`src/rtl/irq_src_pkg.sv`:
```
package irq_src_pkg;
  // Word indices of the register map
  localparam int W_IRQ_STAT = 0;
  localparam int W_FIQ_STAT = 1;
  localparam int W_RAW      = 2;
  localparam int W_STEER    = 3;
  localparam int W_EN_SET   = 4;
  localparam int W_EN_CLR   = 5;
  localparam int W_SOFT_SET = 6;
  localparam int W_SOFT_CLR = 7;
  localparam int W_PROT     = 8;
  localparam int W_ID_BASE  = 'h3F8;
  localparam int W_ID_LAST  = 'h3FF;

  typedef enum logic [3:0] {
    SEL_NONE, SEL_IRQ, SEL_FIQ, SEL_RAW, SEL_STEER,
    SEL_EN, SEL_SOFT, SEL_PROT, SEL_ID
  } rd_sel_e;

  function automatic logic [7:0] id_byte(input logic [2:0] idx);
    case (idx)
      3'd0: id_byte = 8'h90;
      3'd1: id_byte = 8'h11;
      3'd2: id_byte = 8'h04;
      3'd3: id_byte = 8'h00;
      3'd4: id_byte = 8'h0D;
      3'd5: id_byte = 8'hF0;
      3'd6: id_byte = 8'h05;
      default: id_byte = 8'hB1;
    endcase
  endfunction

  function automatic logic [31:0] route_irq(input logic [31:0] pend,
                                            input logic [31:0] en,
                                            input logic [31:0] steer);
    route_irq = pend & en & ~steer;
  endfunction

  function automatic logic route_fiq(input logic [31:0] pend,
                                     input logic [31:0] steer);
    route_fiq = |(pend & steer);
  endfunction
endpackage

```
`src/rtl/req_sync.sv`:
```
module req_sync #(
  parameter int W      = 32,
  parameter int STAGES = 2
) (
  input  logic         clk,
  input  logic         rst_n,
  input  logic [W-1:0] async_in,
  output logic [W-1:0] sync_out
);
  logic [W-1:0] stage_q [STAGES];

  for (genvar s = 0; s < STAGES; s++) begin : g_stage
    if (s == 0) begin : g_first
      always_ff @(posedge clk or negedge rst_n)
        if (!rst_n) stage_q[s] <= '0;
        else        stage_q[s] <= async_in;
    end else begin : g_next
      always_ff @(posedge clk or negedge rst_n)
        if (!rst_n) stage_q[s] <= '0;
        else        stage_q[s] <= stage_q[s-1];
    end
  end

  assign sync_out = stage_q[STAGES-1];
endmodule

```
`src/rtl/mask_regs.sv`:
```
module mask_regs #(
  parameter int W = 32
) (
  input  logic         clk,
  input  logic         rst_n,
  input  logic [W-1:0] wdata,
  input  logic         wr_en_set,
  input  logic         wr_en_clr,
  input  logic         wr_soft_set,
  input  logic         wr_soft_clr,
  input  logic         wr_steer,
  input  logic         wr_prot,
  output logic [W-1:0] en_q,
  output logic [W-1:0] soft_q,
  output logic [W-1:0] steer_q,
  output logic         prot_q
);
  always_ff @(posedge clk or negedge rst_n) begin
    if (!rst_n) begin
      en_q    <= '0;
      soft_q  <= '0;
      steer_q <= '0;
      prot_q  <= 1'b0;
    end else begin
      if (wr_en_set)   en_q    <= en_q | wdata;
      if (wr_en_clr)   en_q    <= en_q & ~wdata;
      if (wr_soft_set) soft_q  <= soft_q | wdata;
      if (wr_soft_clr) soft_q  <= soft_q & ~wdata;
      if (wr_steer)    steer_q <= wdata;
      if (wr_prot)     prot_q  <= wdata[0];
    end
  end


  en_set_chk: assert property (@(posedge clk) disable iff (!rst_n)
    wr_en_set |=> ((en_q & $past(wdata)) == $past(wdata)));

  en_clr_chk: assert property (@(posedge clk) disable iff (!rst_n)
    wr_en_clr |=> ((en_q & $past(wdata)) == '0));

  soft_set_chk: assert property (@(posedge clk) disable iff (!rst_n)
    wr_soft_set |=> ((soft_q & $past(wdata)) == $past(wdata)));

  soft_clr_chk: assert property (@(posedge clk) disable iff (!rst_n)
    wr_soft_clr |=> ((soft_q & $past(wdata)) == '0));

  prot_bit_chk: assert property (@(posedge clk) disable iff (!rst_n)
    wr_prot |=> (prot_q == $past(wdata[0])));
endmodule

```
`src/rtl/regs_rdmux.sv`:
```
module regs_rdmux
  import irq_src_pkg::*;
#(
  parameter int W = 32
) (
  input  logic         clk,
  input  logic         rst_n,
  input  logic         rd,
  input  rd_sel_e      sel,
  input  logic [2:0]   id_idx,
  input  logic [W-1:0] irq_v,
  input  logic [W-1:0] fiq_v,
  input  logic [W-1:0] raw_v,
  input  logic [W-1:0] steer_v,
  input  logic [W-1:0] en_v,
  input  logic [W-1:0] soft_v,
  input  logic         prot_v,
  output logic [W-1:0] rdata
);
  logic [W-1:0] mux_d;

  always_comb begin
    unique case (sel)
      SEL_IRQ:   mux_d = irq_v;
      SEL_FIQ:   mux_d = fiq_v;
      SEL_RAW:   mux_d = raw_v;
      SEL_STEER: mux_d = steer_v;
      SEL_EN:    mux_d = en_v;
      SEL_SOFT:  mux_d = soft_v;
      SEL_PROT:  mux_d = {{(W-1){1'b0}}, prot_v};
      SEL_ID:    mux_d = {{(W-8){1'b0}}, id_byte(id_idx)};
      default:   mux_d = '0;
    endcase
  end

  always_ff @(posedge clk or negedge rst_n)
    if (!rst_n)  rdata <= '0;
    else if (rd) rdata <= mux_d;


  rdata_hold_chk: assert property (@(posedge clk) disable iff (!rst_n)
    !rd |=> $stable(rdata));

  unmapped_zero_chk: assert property (@(posedge clk) disable iff (!rst_n)
    (rd && sel == SEL_NONE) |=> (rdata == '0));
endmodule

```
`src/rtl/irq_src_front.sv`:
```
module irq_src_front
  import irq_src_pkg::*;
#(
  parameter int NSRC        = 32,
  parameter int ADDR_W      = 10,
  parameter int SYNC_STAGES = 2
) (
  input  logic              clk,
  input  logic              rst_n,
  input  logic [NSRC-1:0]   hw_req,
  input  logic [ADDR_W-1:0] bus_addr,
  input  logic              bus_wr,
  input  logic              bus_rd,
  input  logic [NSRC-1:0]   bus_wdata,
  output logic [NSRC-1:0]   bus_rdata,
  output logic [NSRC-1:0]   irq_vec,
  output logic              fiq_out
);
  localparam int AIDX = int'(1) << ADDR_W;

  logic [NSRC-1:0] hw_sync, level_q;
  logic [NSRC-1:0] en_q, soft_q, steer_q;
  logic            prot_q;
  logic [NSRC-1:0] pending, fiq_stat;
  int              widx;
  logic            is_id;
  logic wr_en_set, wr_en_clr, wr_soft_set, wr_soft_clr, wr_steer, wr_prot;
  logic wr_hit;
  rd_sel_e rsel;

  req_sync #(.W(NSRC), .STAGES(SYNC_STAGES)) u_sync (
    .clk(clk), .rst_n(rst_n), .async_in(hw_req), .sync_out(hw_sync));

  always_ff @(posedge clk or negedge rst_n)
    if (!rst_n) level_q <= '0;
    else        level_q <= hw_sync;

  assign widx  = int'(bus_addr);
  assign is_id = (widx >= W_ID_BASE) && (widx <= W_ID_LAST) && (W_ID_LAST < AIDX);

  assign wr_en_set   = bus_wr && widx == W_EN_SET;
  assign wr_en_clr   = bus_wr && widx == W_EN_CLR;
  assign wr_soft_set = bus_wr && widx == W_SOFT_SET;
  assign wr_soft_clr = bus_wr && widx == W_SOFT_CLR;
  assign wr_steer    = bus_wr && widx == W_STEER;
  assign wr_prot     = bus_wr && widx == W_PROT;
  assign wr_hit = wr_en_set | wr_en_clr | wr_soft_set | wr_soft_clr | wr_steer | wr_prot;

  mask_regs #(.W(NSRC)) u_regs (
    .clk(clk), .rst_n(rst_n), .wdata(bus_wdata),
    .wr_en_set(wr_en_set), .wr_en_clr(wr_en_clr),
    .wr_soft_set(wr_soft_set), .wr_soft_clr(wr_soft_clr),
    .wr_steer(wr_steer), .wr_prot(wr_prot),
    .en_q(en_q), .soft_q(soft_q), .steer_q(steer_q), .prot_q(prot_q));

  assign pending  = level_q | soft_q;
  assign fiq_stat = pending & steer_q;
  assign irq_vec  = route_irq(pending, en_q, steer_q);
  assign fiq_out  = route_fiq(pending, steer_q);

  always_comb begin
    rsel = SEL_NONE;
    if (is_id) rsel = SEL_ID;
    else begin
      case (widx)
        W_IRQ_STAT: rsel = SEL_IRQ;
        W_FIQ_STAT: rsel = SEL_FIQ;
        W_RAW:      rsel = SEL_RAW;
        W_STEER:    rsel = SEL_STEER;
        W_EN_SET:   rsel = SEL_EN;
        W_SOFT_SET: rsel = SEL_SOFT;
        W_PROT:     rsel = SEL_PROT;
        default:    rsel = SEL_NONE;
      endcase
    end
  end

  regs_rdmux #(.W(NSRC)) u_rd (
    .clk(clk), .rst_n(rst_n), .rd(bus_rd), .sel(rsel),
    .id_idx(bus_addr[2:0]), .irq_v(irq_vec), .fiq_v(fiq_stat),
    .raw_v(pending), .steer_v(steer_q), .en_v(en_q), .soft_v(soft_q),
    .prot_v(prot_q), .rdata(bus_rdata));


  irq_not_steered_chk: assert property (@(posedge clk) disable iff (!rst_n)
    (irq_vec & steer_q) == '0);

  fiq_needs_steer_chk: assert property (@(posedge clk) disable iff (!rst_n)
    (steer_q == '0) |-> !fiq_out);

  stray_write_chk: assert property (@(posedge clk) disable iff (!rst_n)
    (bus_wr && !wr_hit) |=> ($stable(en_q) && $stable(soft_q) && $stable(steer_q) && $stable(prot_q)));

  level_follow_chk: assert property (@(posedge clk) disable iff (!rst_n)
    1'b1 |=> (level_q == $past(hw_sync)));
endmodule

```
`config.mk`:
```
export PLATFORM = sky130hd
export DESIGN_NAME = irq_src_front
export DESIGN_NICKNAME = d
export VERILOG_FILES = /design/src/rtl/irq_src_pkg.sv /design/src/rtl/req_sync.sv /design/src/rtl/mask_regs.sv /design/src/rtl/regs_rdmux.sv /design/src/rtl/irq_src_front.sv
export SDC_FILE = /design/constraint.sdc
export NUM_CORES = 1
export LEC_CHECK = 0
export ABC_AREA = 0
export BUFFER_PORTS_ARGS = -buffer_cell sky130_fd_sc_hd__buf_2
export CORE_UTILIZATION = 35
export DETAILED_ROUTE_END_ITERATION = 7
export GPL_TIMING_DRIVEN = 0
export MAX_ROUTING_LAYER = met4
export PLACE_DENSITY = 0.54
export SLEW_MARGIN = 10
export SYNTH_ARGS = -nofsm -noshare
export SYNTH_HDL_FRONTEND = slang
export SYNTH_SLANG_ARGS = --single-unit
```
`constraint.sdc`:
```
create_clock -name clk -period 3.05 [get_ports clk]
set_clock_uncertainty 0.05 [all_clocks]
set_input_delay 0.4575 -clock clk [delete_from_list [all_inputs] [get_ports clk]]
set_output_delay 0.4575 -clock clk [all_outputs]
set_load 0.005 [all_outputs]
```
After elaboration in Yosys (flattened, before gate mapping)
Index checks and enable logic that the tools add are counted.
{"block": "classes", "magnitude_cmp": 2, "eq_ne": 26, "muxes": 8, "bitwise_logic": 10, "reduce_logical": 12}
{"operator": "$pmux 32 s8", "n": 1}
{"operator": "$and 32x32->32", "n": 5}
{"operator": "$mux 32", "n": 4}
{"operator": "$or 32x32->32", "n": 3}
{"operator": "$not 32->32", "n": 2}
{"operator": "$pmux 8 s7", "n": 1}
{"operator": "$eq 10x4->1 const B", "n": 5}
{"operator": "$logic_not 32->1", "n": 1}
{"operator": "$reduce_or 32->1", "n": 1}
{"operator": "$eq 10x3->1 const B", "n": 3}
{"operator": "$pmux 3 s7", "n": 1}
{"operator": "$eq 10x2->1 const B", "n": 2}
{"operator": "$eq 4x3->1 const B", "n": 4}
{"operator": "$eq 10x1->1 const B", "n": 1}
{"operator": "$eq 10x5->1 const B", "n": 1}
{"operator": "$ge 10x10->1 const B", "n": 1}
{"operator": "$le 10x10->1 const B", "n": 1}
{"operator": "$eq 3x3->1 const B", "n": 3}
{"operator": "$eq 4x2->1 const B", "n": 2}
{"operator": "$logic_and 1x1->1", "n": 7}
{"operator": "$eq 3x2->1 const B", "n": 2}
{"operator": "$eq 4x1->1 const B", "n": 1}
{"operator": "$eq 4x4->1 const B", "n": 1}
{"operator": "$mux 4", "n": 1}
{"operator": "3 further kinds", "n": 4}
{"block": "totals", "reg_bits": 225, "input_bits": 78, "output_inout_bits": 65, "elab_cells": 66}

Logic depth before layout (Yosys ltp)
Gate-level depths: netlist (run 1).
{"block": "depth", "depth_word": 5, "ltp_mapped": 8, "ltp_nobuf": 5}

Cells and area by module
Synthesis (run 1) repeated with hierarchy kept, for this count alone.
{"block": "hier_totals", "hier_cells": 833, "area_unflattened_um2": 9948.3}
{"module": "mask_regs", "instances": 1, "cells_per_inst": 274, "area_per_inst_um2": 3679.8, "seq_area_each_um2": 2427.3}
{"module": "regs_rdmux", "instances": 1, "cells_per_inst": 290, "area_per_inst_um2": 2645.0, "seq_area_each_um2": 800.8}
{"module": "req_sync", "instances": 1, "cells_per_inst": 96, "area_per_inst_um2": 1841.8, "seq_area_each_um2": 1601.5}
{"module": "irq_src_front", "instances": 1, "cells_per_inst": 173, "area_per_inst_um2": 1781.7, "seq_area_each_um2": 800.8}

Worst setup path before layout (run 1)
OpenSTA, ideal clock, no wires.
{"block": "synth_timing", "kind": "input to register", "start": "in bus_addr[2]", "end": "reg u_rd.rdata[8]", "setup_ps": 79, "t_arrival_ps": 1938, "required_ps": 2921, "setup_slack_ps": 982, "stages": 8, "n_path_buf": 3, "path_cell_list": "buf_2 or4_4 buf_6 buf_6 or4b_1 o221ai_1 a21oi_1 o2bb2ai_1"}
{"block": "synth_between", "elab_chain_len": 5, "elab_cells_between_ends": 21, "cone_classes": "2 x order compare; 14 x eq/ne; 3 x mux; 2 x reduce/logical"}
{"item": "start: declaration", "line_no": "irq_src_front.sv:11", "rtl": "input logic [ADDR_W-1:0] bus_addr,"}
{"item": "$ge 10x10->1, or another cell as far along", "line_no": "irq_src_front.sv:39", "rtl": "assign is_id = (widx >= W_ID_BASE) && (widx <= W_ID_LAST) && (W_ID_LAST < AIDX);"}
{"item": "$logic_and 1x1->1 / $pmux 3 s7 (equally long branches)", "line_no": "irq_src_front.sv:39, irq_src_front.sv:65"}
{"item": "$mux 4 (*)", "line_no": "irq_src_front.sv:63", "rtl": "if (is_id) rsel = SEL_ID;"}
{"item": "$eq 4x4->1, or another cell as far along", "line_no": "regs_rdmux.sv:23", "rtl": "unique case (sel)"}
{"item": "$pmux 32 s8 (*)", "line_no": "regs_rdmux.sv:23"}
{"item": "end signal: assignment", "line_no": "regs_rdmux.sv:38", "rtl": "else if (rd) rdata <= mux_d;"}
{"item": "end: declaration", "line_no": "regs_rdmux.sv:18", "rtl": "output logic [W-1:0] rdata"}
Mark *: on every way between the ends. The rest lies on a longest branch, timed or not.
A chain may end at the register's enable or synchronous reset.

==> flow_summary.toml, run 1 <==
[status]
status = "finished, final reports clean"

[clock_network]
clkLatencyLatePin_ns = 0.54
h-tree-depth = 1
cts_buffers = 26
clockBufferDepth = 3
cts.repair.resized = 0
cts_tree = "yes"
clkSinkCount = 225
path_clk_slew_ns = 0.06
cts_root_buf = "clkbuf_16"

[hold_path]
hold_path_class = "in -> reg"

[die]
io_pins = 143
dieWidth_um = 167
die_h_um = 167
initial_core_util_pct = 35.5
row_count = 60
core_area_um2 = 26900
dieArea_um2 = 27900

[synth]
synthTopCellsByCount = "dfrtp_1, a21oi_1, nand2_1, o21ai_0, nor2_1"
synthesis.area_um2 = 9540
syn_area_per_cell_um2 = 11.1
ys_ff_latch = 225
synth-edff-count = 0
synthArstFlopShare_pct = 100
yosysWarningCount = 0
synth.distinct_cells = 50
synth_area_leaders = "dfrtp_1, a21oi_1, mux2_1"
ys_dominant_reg_cell = "dfrtp_1"
yosysMostFrequentCell = "dfrtp_1"
synth.net_count = 941
synth_top_area_share_pct = 59.0
yosys.area.top_type = "dfrtp_1"
seq_area_frac_synth_pct = 59.0
synth_cells = 863

[worst_setup_path]
cp_slowest_cell = "nor4_1"
path_max_fanout = 4
cp_top_family = "simple AND/OR/NAND/NOR gates"
path_cells = "o21ai_0, nand4_1, nor4_1, nand2_1, buf_2"
cp_data_arrival_time_ns = 2.36
critPathRequiredTime_ns = 2.54
slowest_delay_ns = 0.44
critPathBufInv = 1
ff2ff_setup_slack_ns = 1.33
start_kind = "register"
end_kind = "primary output"
critical_path_class = "reg -> out"

[global_routing]
grt_pass1_wl_um = 43900
grt_max_degree = 97
grt_antenna_before_repair = 4
track_usage_pct = 21.2
grt_pass1_vias = 7433
gr-total-overflow = 0

[sta]
hold_violations = 0
relSlewSlack_pct = 52.1
finalMaxSlewViolations = 0
fin_crit_sh_pct = 93.9
max_freq_mhz = 349
setup_violations = 0
whs_ns = 0.0735
worst_slew_pin_slew_ns = 0.716
fin_ws_ns = 0.185
final.min_clock_period_ns = 2.87
rsz0062_at_grt = "no"

[placement]
hpwlAfterDp_um = 19500
placed_area_um2 = 10700
port_buffers = 140
dp.cells = 1346
pre_cts_ws_ns = 0.0478
place_congestion = 0.886

[power_and_ir_drop]
vdd_drop_max_mv = 0.388
p_per_area_nw_per_um2 = 568
power_w = 0.00681
leakagePower_nw = 5.43

[finish]
nFillCells = 2551
nets = 1144
final_area_um2 = 12000
final_layout_size_suffix_gt1_share_pct = 19.5
instances_no_fill = 1428
area_delta_synth_final_pct = 25.8

[detailed_routing]
firstDrtPassIters = 5
vias = 7706
drt_iter0_drc = 638
via_per_inst = 5.40
drc_errors = 0
antenna_left = 0
routed_wl_um = 28600
wire_per_inst_um = 20.0

[run]
cap_violations = 0
per-layer routing:
layer,wire (µm),up-vias,track usage [%]
li1,-,3590,-
met1,12700,3789,28.3
met2,13200,276,32.5
met3,1850,51,3.85
met4,842,0,7.09
met5,0,-,-
area by class of cell:
cell class	instances	area, µm²	share of cell area [%]
Antenna cell	4	10.0	0.0834
Buffer	53	245	2.04
Clock buffer	38	807	6.73
Clock inverter	7	119	0.991
Inverter	2	7.51	0.0626
Multi-Input combinational cell	583	3650	30.5
Sequential cell	225	5630	46.9
Tap cell	341	427	3.56
Timing Repair Buffer	175	1100	9.14
stage by stage:
| step | util (%) | setup TNS, ns |
|---|---|---|
| 3_5_place_dp | 39.9 | 0 |
| 4_1_cts | 44.6 | 0 |
| 2_1_floorplan | - | 0 |
| 5_1_grt | 44.6 | 0 |
| 6_report | 44.6 | 0 |
| 3_3_place_gp | 39.7 | -575.83 |
worst paths after layout:
| kind | from | end | depth (start not counted) |
|---|---|---|---|
| setup / recovery | register | fiq_out | 5 |
| hold / removal | bus_wdata[21] | register | 2 |
| setup reg to reg | register | u_rd.rdata[0] | 5 |
| hold reg to reg | u_sync.sync_out[13] | level_q[13] | 0 |
| max in group asynchronous | rst_n | asynchronous set/reset pin | 3 |
| min in group asynchronous | rst_n | u_sync.sync_out[2] | 2 |
what timing repair did:
item | CTS | global route
endpoints found under the hold margin | 69 | 0
buffers inserted | 0 | 0
hold buffers | 33 | 0
cells by family after synthesis:
| family | after synthesis | synth area share [%] |
|---|---|---|
| compound gates | 271 | 17.0 |
| simple gates | 248 | 14.2 |
| flops | 225 | 59.0 |
| mux | 63 | 7.04 |
| buf+inv | 55 | 2.65 |
| xor+xnor | 1 | 0.0918 |
cell usage in the layout, fill, tap and decap left out, drive strengths merged, types with 3 or more instances in the layout:
cell type    synthesis  routed
clkbuf              29      67
o2bb2ai             28      28
mux2i               30      30
a221oi               5       5
dfrtp              225     225
bufinv               0       3
nor2b                3       3
and3                 3       3
o221ai              25      25
or2                  3       3
a21oi              103     103
dlygate4sd3          0      33
or3                  5       5
and4                 4       4
diode                0       4
o211ai               3       3
nor4                 4       4
nand4               10      10
nand2               98      98
nor3b               32      32
or4b                25      25
nand3                3       3
buf                 24     166
o21ai               94      94
nor2                47      47
a31o                 3       3
mux2                33      33
power by group:
group	switching, W	internal [W]
registers	0.0000497	0.00307
clock network	0.00122	0.00207
logic	0.000253	0.000142
total	0.00152	0.00529
No activity file was read; power rests on OpenSTA's default activity.
==> inputs of run 2 (changes only) <==
--- a/config.mk
+++ b/config.mk
@@ -9,10 +9,10 @@
 export BUFFER_PORTS_ARGS = -buffer_cell sky130_fd_sc_hd__buf_2
 export CORE_UTILIZATION = 35
 export DETAILED_ROUTE_END_ITERATION = 7
-export GPL_TIMING_DRIVEN = 0
 export MAX_ROUTING_LAYER = met4
 export PLACE_DENSITY = 0.54
 export SLEW_MARGIN = 10
 export SYNTH_ARGS = -nofsm -noshare
 export SYNTH_HDL_FRONTEND = slang
+export SYNTH_HIERARCHICAL = 1
 export SYNTH_SLANG_ARGS = --single-unit
==> flow_summary.toml, run 2 <==
[worst_setup_path]
cp_slowest_cell = "nor4_1"
critPathRequiredTime_ns = 2.54
ff2ff_path_depth = 5
slowest_delay_ns = 0.55
cp_data_arrival_time_ns = 2.40
path_cells = "o21a_1, nor4_1, nand4_1, or2_1, buf_2"
start_kind = "register"
critical_path_class = "reg -> out"
end_kind = "primary output"
r2r-end = "u_rd/rdata[5]"
critPathBufInv = 1
path_max_fanout = 4
cp_top_family = "simple AND/OR/NAND/NOR gates"
ff2ff_setup_slack_ns = 1.04

[synth]
synth_top_area_share_pct = 56.6
synth.net_count = 911
yosysMostFrequentCell = "dfrtp_1"
synth.distinct_cells = 59
ys_dominant_reg_cell = "dfrtp_1"
syn_area_per_cell_um2 = 11.9
yosysWarningCount = 6
synthArstFlopShare_pct = 100
seq_area_frac_synth_pct = 56.6
ys_ff_latch = 225
synth_cells = 833
synth-edff-count = 0
synthTopCellsByCount = "dfrtp_1, a21oi_1, a22oi_1, buf_4"
yosys.area.top_type = "dfrtp_1"
synthesis.area_um2 = 9950
synth_area_leaders = "dfrtp_1, a21oi_1, a22oi_1"

[die]
die_h_um = 171
io_pins = 143
dieWidth_um = 171
core_area_um2 = 27900
row_count = 61
dieArea_um2 = 29100
initial_core_util_pct = 35.7

[clock_network]
clockBufferDepth = 3
cts_tree = "yes"
cts_buffers = 26
cts_setup_buffers = 0
holdBufCountCts = 32
h-tree-depth = 1
path_clk_slew_ns = 0.06
cts_root_buf = "clkbuf_16"
cts.repair.resized = 0
clkLatencyLatePin_ns = 0.53
clkSinkCount = 225

[power_and_ir_drop]
leakagePower_nw = 5.36
switchingPower_w = 0.00144
power.share.clock_pct = 46.8
switching_share_pct = 22.4
seq_power_share_pct = 48.6
pwr-share-comb_pct = 4.6
p_int_w = 0.00496
p_per_area_nw_per_um2 = 529
vdd_drop_max_mv = 0.332

[detailed_routing]
drt_iter0_drc = 386
routed_wl_um = 27000
wire_per_inst_um = 19.6
firstDrtPassIters = 5
vias = 7099
via_per_inst = 5.15
antenna_left = 0
drc_errors = 0

[placement]
place_congestion = 0.780
placed_area_um2 = 10900
port_buffers = 142
hpwlAfterDp_um = 16800

[finish]
nFillCells = 2678
layout_commonest_cell = "dfrtp_1"
area_delta_synth_final_pct = 21.6
final_layout_size_suffix_gt1_share_pct = 27.5
final_area_um2 = 12100
nets = 1060
seq_area_um2 = 5630
multi_input_area_um2 = 3700
final_cell_mix = "dfrtp_1, buf_2, a21oi_1"

[global_routing]
grt_antenna_before_repair = 2
grt_pass1_wl_um = 42000
grt_pass1_vias = 7082
gr-total-overflow = 0
track_usage_pct = 19.5
grt_max_degree = 67

[hold_path]
hold_end = "u_sync/stage_q[41]"
whs_path_depth = 1
hp-start = "hw_req[9]"
hold_path_class = "in -> reg"

[sta]
tns_ns = 0
worst_slew_pin_slew_ns = 0.749
relSlewSlack_pct = 49.9
finalMaxSlewViolations = 0
rsz0062_at_grt = "no"
max_freq_mhz = 344
hold_violations = 0
setup_violations = 0
fin_crit_sh_pct = 95.4
final.min_clock_period_ns = 2.91

[status]
status = "finished, final reports clean"

[run]
cap_violations = 0
==> run 2: cell count changes in the layout (fill, tap and decap cells not counted), sizes merged, moves of 32 or more <==
cell / change
o21a: +32
nand2: -93
nor2: -36
o21ai: -92
a22oi: +80
==> run 2: cell families after synthesis <==
| group | after synthesis | share of synthesized area, % |
|---|---|---|
| simple gates | 155 | 11.1 |
| buf+inv | 115 | 7.08 |
| xor+xnor | 2 | 0.176 |
| mux | 45 | 6.33 |
| fa+ha+maj | 1 | 0.101 |
| compound gates | 290 | 18.6 |
| flops | 225 | 56.6 |
==> run 2: worst register-to-register path: cells and delay by family (launching register included) <==
| kind | cells | cell delay [ns] |
|---|---|---|
| compound gates | 3 | 0.94 |
| flops | 1 | 0.40 |
| simple gates | 2 | 0.48 |
==> run 2: how the worst max path moves through the flow <==
stage | startpoint | to | slack [ns] | cells after the start
after floorplan | bus_addr[3] | u_rd/rdata[4] | 0.60 | 10
after global placement | bus_addr[1] | u_rd/rdata[5] | 0.09 | 10
after detailed placement | bus_addr[1] | u_rd/rdata[5] | 0.05 | 10
after CTS | register | fiq_out | 0.13 | 5
after global routing | register | fiq_out | 0.14 | 5
final | register | fiq_out | 0.14 | 5
==> run 2: layout make-up <==
class | count | share of cell area, %
clock buffer | 36 | 6.10
sequential | 225 | 46.5
antenna | 2 | 0.0414
multi-input combinational | 493 | 30.6
inverter | 33 | 1.02
clock inverter | 9 | 0.755
timing repair buffer | 203 | 11.0
tap | 378 | 3.91
==> run 2: routing by layer <==
layer	global-route usage, %	share of wire, %
met1	26.1	46
met2	30.8	47
met3	3.38	5.4
met4	4.78	1.5
met5	-	0
==> run 2: metrics by stage <==
| stage | setup slack, ns | utilization, % | total power, W | hold slack [ns] | std cells |
|---|---|---|---|---|---|
| 2_1_floorplan | 0.599 | - | 0.00327 | 0.112 | 833 |
| 3_3_place_gp | 0.0881 | 39.3 | 0.00343 | 0.282 | 1300 |
| 3_5_place_dp | 0.0492 | 39.3 | 0.00343 | 0.285 | 1300 |
| 4_1_cts | 0.135 | 43.4 | 0.00650 | 0.0153 | 1377 |
| 5_1_grt | 0.145 | 43.4 | 0.00667 | 0.0159 | 1379 |
| 6_report | 0.140 | 43.4 | 0.00640 | 0.0403 | 1379 |
==> run 2: power groups by stage <==
stage | Clock, W | Combinational [W] | Sequential [W]
floorplan | 0 | 0.000118 | 0.00315
global placement | 0 | 0.000264 | 0.00316
detailed placement | 0 | 0.000268 | 0.00316
CTS | 0.00308 | 0.000300 | 0.00311
global route | 0.00322 | 0.000329 | 0.00312
finish | 0.00299 | 0.000293 | 0.00311
